--- config.mk ---
export PLATFORM = sky130hd
export DESIGN_NAME = altstep_keygen
export DESIGN_NICKNAME = d
export VERILOG_FILES = /design/src/rtl/ksg_pkg.sv /design/src/rtl/ksg_lfsr.sv /design/src/rtl/ksg_clkctl.sv /design/src/rtl/altstep_keygen.sv
export SDC_FILE = /design/constraint.sdc
export NUM_CORES = 1
export LEC_CHECK = 0
export BUFFER_PORTS_ARGS = -buffer_cell sky130_fd_sc_hd__buf_2
export CORE_AREA = 2 2 54 56
export DETAILED_ROUTE_END_ITERATION = 7
export DIE_AREA = 0 0 56 58
export PLACE_DENSITY = 0.66
export SYNTH_ARGS = -nofsm -noshare
export SYNTH_HDL_FRONTEND = slang
export SYNTH_SLANG_ARGS = --single-unit
--- constraint.sdc ---
create_clock -name clk -period 2 [get_ports clk]
set_input_delay 0 -clock clk [delete_from_list [all_inputs] [get_ports clk]]
set_output_delay 0 -clock clk [all_outputs]
set_load 0.05 [all_outputs]
--- src/rtl/ksg_pkg.sv ---
package ksg_pkg;
  localparam int A_LEN_DEF = 5;
  localparam int A_TAP_DEF = 2;
  localparam int B_LEN_DEF = 7;
  localparam int B_TAP_DEF = 1;
  localparam int C_LEN_DEF = 9;
  localparam int C_TAP_DEF = 4;

  typedef struct packed {
    logic adv_b;
    logic adv_c;
  } adv_t;
endpackage

--- src/rtl/ksg_lfsr.sv ---
module ksg_lfsr #(
  parameter int LEN = 5,
  parameter int TAP = 2
) (
  input  logic           clk,
  input  logic           rst,
  input  logic           load,
  input  logic [LEN-1:0] seed,
  input  logic           shift,
  output logic [LEN-1:0] state,
  output logic [LEN-1:0] state_nxt
);
  localparam logic [LEN-1:0] ONE = {{(LEN-1){1'b0}}, 1'b1};

  logic [LEN-1:0] seed_fixed;
  logic [LEN-1:0] shifted;

  assign seed_fixed = (seed == '0) ? ONE : seed;
  assign shifted    = {state[0] ^ state[TAP], state[LEN-1:1]};

  always_comb begin
    if (load)       state_nxt = seed_fixed;
    else if (shift) state_nxt = shifted;
    else            state_nxt = state;
  end

  always_ff @(posedge clk) begin
    if (rst) state <= '1;
    else     state <= state_nxt;
  end

  p_nonzero_r8: assert property (@(posedge clk) disable iff (rst)
    state != '0);

  p_hold_r6: assert property (@(posedge clk) disable iff (rst)
    (!shift && !load) |=> $stable(state));

  p_load_r7: assert property (@(posedge clk) disable iff (rst)
    load |=> (state == (($past(seed) == '0) ? ONE : $past(seed))));
endmodule

--- src/rtl/ksg_clkctl.sv ---
module ksg_clkctl
  import ksg_pkg::*;
(
  input  logic sel_bit,
  input  logic step,
  output adv_t adv
);
  always_comb begin
    adv.adv_b = step &  sel_bit;
    adv.adv_c = step & ~sel_bit;
  end
endmodule

--- src/rtl/altstep_keygen.sv ---
module altstep_keygen
  import ksg_pkg::*;
#(
  parameter int A_LEN = A_LEN_DEF,
  parameter int A_TAP = A_TAP_DEF,
  parameter int B_LEN = B_LEN_DEF,
  parameter int B_TAP = B_TAP_DEF,
  parameter int C_LEN = C_LEN_DEF,
  parameter int C_TAP = C_TAP_DEF
) (
  input  logic             clk,
  input  logic             rst,
  input  logic             load,
  input  logic [A_LEN-1:0] seed_a,
  input  logic [B_LEN-1:0] seed_b,
  input  logic [C_LEN-1:0] seed_c,
  input  logic             step_en,
  output logic             ks_bit,
  output logic             ks_valid
);
  logic             step;
  adv_t             adv;
  logic [A_LEN-1:0] a_q, a_d;
  logic [B_LEN-1:0] b_q, b_d;
  logic [C_LEN-1:0] c_q, c_d;

  assign step = step_en & ~load;

  ksg_clkctl u_ctl (
    .sel_bit (a_q[0]),
    .step    (step),
    .adv     (adv)
  );

  ksg_lfsr #(.LEN(A_LEN), .TAP(A_TAP)) u_a (
    .clk(clk), .rst(rst), .load(load), .seed(seed_a),
    .shift(step), .state(a_q), .state_nxt(a_d)
  );

  ksg_lfsr #(.LEN(B_LEN), .TAP(B_TAP)) u_b (
    .clk(clk), .rst(rst), .load(load), .seed(seed_b),
    .shift(adv.adv_b), .state(b_q), .state_nxt(b_d)
  );

  ksg_lfsr #(.LEN(C_LEN), .TAP(C_TAP)) u_c (
    .clk(clk), .rst(rst), .load(load), .seed(seed_c),
    .shift(adv.adv_c), .state(c_q), .state_nxt(c_d)
  );

  always_ff @(posedge clk) begin
    if (rst) begin
      ks_bit   <= 1'b0;
      ks_valid <= 1'b0;
    end else begin
      ks_valid <= step;
      if (step) ks_bit <= b_d[0] ^ c_d[0];
    end
  end

  p_a_moves_r2: assert property (@(posedge clk) disable iff (rst)
    step |=> !$stable(a_q));

  p_b_sel_r3: assert property (@(posedge clk) disable iff (rst)
    (step && a_q[0]) |=> (!$stable(b_q) && $stable(c_q)));

  p_c_sel_r4: assert property (@(posedge clk) disable iff (rst)
    (step && !a_q[0]) |=> (!$stable(c_q) && $stable(b_q)));

  p_valid_r5: assert property (@(posedge clk) disable iff (rst)
    (step_en && !load) |=> (ks_valid && (ks_bit == (b_q[0] ^ c_q[0]))));

  p_novalid_r6: assert property (@(posedge clk) disable iff (rst)
    !(step_en && !load) |=> !ks_valid);
endmodule

### Word level (Yosys, flattened, before mapping)

Index checks and enable logic that the tools add are counted.

* output and inout bits: 2
* bits in registers: 23
* word-level logic and storage cells: 31
* input port bits: 25

* bitwise gates (word level): 9
* reductions and logical operators: 6
* mux-type cells: 9

Operators with widths (count)
* $mux W9: 3
* $mux W7: 3
* $mux W5: 3
* $logic_not A9 Y1: 1
* $logic_not A7 Y1: 1
* $reduce_bool A2 Y1: 3
* $logic_not A5 Y1: 1
* $xor A1 B1 Y1: 4
* $and A1 B1 Y1: 3
* $not A1 Y1: 2

### Depth between registers and ports, before layout

* word-level depth: 6
* gate-level depth with buffers: 5
* mapped depth without buffers: 4

### By module

A second synthesis with hierarchy kept.

* cells, all modules: 142
* area total of the unflattened synthesis: 1267.5 µm²

By module, submodules not included
* ksg_lfsr at u_c: area each 481.7 µm², instances 1, cells each 56, sequential area each 180.2 µm²
* ksg_lfsr at u_b: area each 380.4 µm², instances 1, cells each 45, sequential area each 140.1 µm²
* ksg_lfsr at u_a: area each 309.0 µm², instances 1, cells each 32, sequential area each 100.1 µm²
* altstep_keygen: area each 80.1 µm², instances 1, cells each 7, sequential area each 40.0 µm²
* ksg_clkctl: area each 16.3 µm², instances 1, cells each 2, sequential area each 0.0 µm²

### Worst setup path after synthesis

OpenSTA, ideal clock, no wires.

* path kind: register to register
* start: register u_a.state[0]
* end: register u_c.state[0]
* arrival: 1.357 ns
* setup time: 0.123 ns
* path buffers: 1
* required time: 1.877 ns
* cell stages (with the launch flop): 6
* path slack: 0.519 ns
* period minus slack after synthesis: 1.481 ns
* cell sequence: dfxtp_1 > buf_6 > nor3b_4 > mux2i_1 > mux2i_1 > or2_2

* word-level cells in the longest chain between the ends: 4

Ends and longest elaborated chain
* start, declared: RTL line ksg_lfsr.sv:10 `output logic [LEN-1:0] state,`
* start signal, assigned: RTL line ksg_lfsr.sv:29 `else state <= state_nxt;`
* $not A1 Y1: RTL line ksg_clkctl.sv:10 `adv.adv_c = step & ~sel_bit;`
* $and A1 B1 Y1: RTL line ksg_clkctl.sv:10
* $mux W9: RTL line ksg_lfsr.sv:23 `else if (shift) state_nxt = shifted;`
* $mux W9: RTL line ksg_lfsr.sv:22 `if (load) state_nxt = seed_fixed;`
* end signal, assigned: RTL line ksg_lfsr.sv:29
* end, declared: RTL line ksg_lfsr.sv:10

No other way between the ends. The select of a mux whose other input is x is not followed.
A chain may end at the register's enable or synchronous reset.

### Final worst setup path

Same ends and word-level chain as after synthesis.

==> results.md <==
- Setup repair after global routing left no endpoint under its margin.
- Using the TritonRoute via totals, the vias-per-cell ratio works out to approximately 5.1.
- The H-tree depth is 1.
- The commonest register cell after synthesis is sky130_fd_sc_hd__dfxtp_1.
- In the layout the commonest cells are sky130_fd_sc_hd__buf_2 (26), sky130_fd_sc_hd__dfxtp_1 (23), sky130_fd_sc_hd__dlygate4sd3_1 (18), sky130_fd_sc_hd__nand2_1 (14), sky130_fd_sc_hd__mux2i_1 (12).
- The maximum resistive drop on vdd is 0.000393 V.
- The tightest hold path in the finished design has a slack of ~0.048 ns.
- The hold path startpoint is seed_c[0].
- After synthesis the cells add up to ~1100 sq um.
- Counting cells, the worst reg-to-reg path comes to 4.
- The chip width is between 50 and 60 um.
- The leakage power of the design is a little over 0.6 nW.
- The total negative setup slack is 0 ns.
- STA classifies the critical path endpoint as a flip-flop.
- The flow ran to the end, and the final reports show no timing, DRC or antenna violations.
- Wires add up to ~2.5 mm.
- Sorting the synthesized cells by area gives the leading types as sky130_fd_sc_hd__dfxtp_1 (41%), sky130_fd_sc_hd__mux2i_1 (11%), sky130_fd_sc_hd__mux2_2 (8.0%).
- In this run, the number of DRC markers left after iteration 0 of detailed routing was 27.
- After detailed routing, the average wire length per cell comes to between 10 and 15 um.
- For the final database, setup skew stands at ~0.0038 ns.
- The number of cells produced by synthesis is ~120.
- The congestion estimate from routability-driven global placement came to roughly 0.77.
- The first-pass GRT wire length is 4.37 mm.
- The count of buffers added on input and output ports is 26.
- The post-CTS clock slew at the launch and capture registers of the worst setup and hold paths is roughly 0.12 ns.
- The final layout net count is 184.
- The cell area power density is between 600 and 700 nW/um^2.
- The count of filler cells inserted in the layout is ~250.
- The count of cells along the worst hold path is 4.
- The number of hold-slack violations in the final timing report came to 0.
- The total chip power is around 0.9 mW.
- The library cell used most frequently in the layout, excluding fill and tap cells, is sky130_fd_sc_hd__buf_2.
- The setup fix buffers added after clock tree synthesis is 0.
- The post-synthesis net count is between 100 and 150.
- Registers take 460 sq um.
- The clock tree from TritonCTS is built.
- The number of placed I/O pins is 27.
- Setup slack closes at between 0.6 and 0.7 ns.
- The critical path startpoint is u_a.state[0].
- The post-synthesis area per instance is a little under 10 sq um.
- Global routing used ~2.5% of the available met3 tracks.
- The fraction of the yosys area taken by sequential cells is around 41%.
- The met1 capacity usage during global routing is between 10% and 20%.
- Summed over all nets, the half-perimeter wirelength after detailed placement is around 1.7 mm.
- The slew of the pin with the lowest slew margin is roughly 0.45 ns.
- After synthesis, the share of flip-flops with an asynchronous set or reset is 0%.
- After global routing, the most crowded layer is met2.
- The min-delay analysis places its worst path in the category in2reg.
- The worst register-to-register path begins at u_a.state[0].
- In the routed design, unresolved DRC markers number 0.
- The number of distinct library cells after synthesis is 22.
- Once placement finished, the instance area stood at 1270 sq um.
- The smallest clock period supported by the final layout is computed as between 1 and 1.5 ns.
- The warning count from the yosys run is 0.
- The final standard cell utilization of the core is 55.5%.
- The die is slightly below 60 um tall.
- For met2 alone, demand over resource in global routing was between 30% and 40%.
- The area added between synthesis and finish is 30.7%.
- With fillers left out, the area of the finished cells amounts to ~1500 sq um.
- The data arrival time of the worst path is about 1.6 ns.
- The initial antenna violation count was 0.
- The via count of the routed design is approximately 970.
- In this run the tightest slew margin relative to its limit is 69.7%.
- The area share of the largest cell type after synthesis is 40.8%.
- The repair_antennas step left the layout with diodes totalling 0.
- Yosys mapped a number of flops with a built-in enable equal to 0.
- The achievable clock frequency is 719 MHz.
- Row generation in the floorplan step produced 19 rows.
- Entering global routing, the biggest net connects 28 pins.
- The number of max-cap violations is 0.
- The area of the die is between 3000 and 4000 sq um.
- Data on the critical path is required at its endpoint by between 2 and 2.5 ns.
- The pre-CTS setup slack is 0.614 ns.
- The tree is rooted in a sky130_fd_sc_hd__clkbuf_4.
- In the final layout, the share of cells above drive strength 1 is ~28%.
- The via count of the first global-routing pass is 1024.
- After synthesis the netlist holds a flip-flop and latch count of 23.
- Clock tree synthesis found a total of 23 sinks.
- The core area is between 2000 and 3000 sq um.
- The cell type with the largest total area after synthesis is sky130_fd_sc_hd__dfxtp_1.
- The number of buffers created by CTS is 3.
- Setup violations remaining at the end of the flow were counted as 0.
- STA classifies the critical path startpoint as a flip-flop.
- The count of final max-slew check failures came to 0.
- Global routing used 17.0% of the available tracks.
- The first TritonRoute pass finished after 4 iterations.
- The worst path uses a little over two thirds of the clock period.
- The effective utilization at floorplan is 42.4%.
- In the final layout, the multi-input gates occupy 626 sq um.
- The total overflow left after global routing is 0.
- The clock reaches the later pin of the worst-skew pair after 0.30 ns.
- Leaving out filler cells and counting taps, the final layout contains ~190.
- The number of placed instances, taps included, is ~170.
- Of all nets on the critical path, the largest fanout is 6.
- The number of nets with antenna violations after detailed routing is 0.
- The maximum root-to-sink buffer count is 2.
- The kind of critical path is reg2reg.
[final cells by class]
type | instances | area share, %
Multi-Input combinational cell | 85 | 42.4
Sequential cell | 23 | 31.2
Timing Repair Buffer | 46 | 22.0
Tap cell | 31 | 2.63
Clock buffer | 4 | 1.78
[routing by layer]
layer	share of wire, %	wire length, um	vias to the layer above
met5	0	0	-
met4	0.60	15	0
met3	3.1	79	2
met2	52	1310	14
met1	44	1110	454
li1	-	-	498
[sequential cells by signal (all words and copies together) (netlist names)]
| name | flops |
|---|---|
| u_c.state | 9 |
| u_b.state | 7 |
| ks_bit | 1 |
| ks_valid | 1 |
| u_a.state | 5 |
[critical path, stage by stage (launching register included)]
cell and delay [ns]:
sky130_fd_sc_hd__dfxtp_1 0.41, sky130_fd_sc_hd__nor3b_4 0.24, sky130_fd_sc_hd__mux2i_1 0.28, sky130_fd_sc_hd__mux2i_1 0.09, sky130_fd_sc_hd__or2_2 0.27
[power breakdown]
group	internal (mW)	switching, mW	total [mW]
logic	0.108	0.0881	0.196
registers	0.491	0.0222	0.514
clock network	0.0778	0.134	0.211
[cells in the mapped netlist (2+ instances only)]
library cell and count:
sky130_fd_sc_hd__xnor2_1 2, sky130_fd_sc_hd__dfxtp_1 23, sky130_fd_sc_hd__nand2b_1 8, sky130_fd_sc_hd__a21oi_1 4, sky130_fd_sc_hd__mux2i_1 12, sky130_fd_sc_hd__mux2_2 8, sky130_fd_sc_hd__buf_2 2, sky130_fd_sc_hd__nor4_1 4
sky130_fd_sc_hd__or2_2 3, sky130_fd_sc_hd__xor2_1 2, sky130_fd_sc_hd__nand2_1 14, sky130_fd_sc_hd__nor2_1 7, sky130_fd_sc_hd__clkbuf_1 3, sky130_fd_sc_hd__nor2b_1 4, sky130_fd_sc_hd__a211o_1 3, sky130_fd_sc_hd__buf_6 2
sky130_fd_sc_hd__a221oi_1 7, sky130_fd_sc_hd__a211oi_1 3
[path summary, 6_finish.rpt]
| kind | to | slack (ns) |
|---|---|---|
| setup / recovery | u_c.state[0] | 0.61 |
| hold / removal | u_c.state[0] | 0.05 |
| setup reg to reg | u_c.state[0] | 0.61 |
| hold reg to reg | u_c.state[8] | 0.45 |
[logic make-up (layout without fill, tap and decap cells)]
kind of cell | Yosys count | count (layout) | synth area share, %
XOR/XNOR | 4 | 4 | 3.10
AND/OR/NAND/NOR | 43 | 43 | 20.2
flip-flops | 23 | 23 | 40.8
multiplexers | 21 | 21 | 20.6
buffers and inverters | 7 | 50 | 3.88
AO/OA/AOI/OAI | 17 | 17 | 11.5
[repair_timing]
action	4_1_cts	5_1_grt
resized for setup	0	0
hold buffers	18	0
endpoints found under the hold margin	18	0
Power figures use the tool's default switching activity.
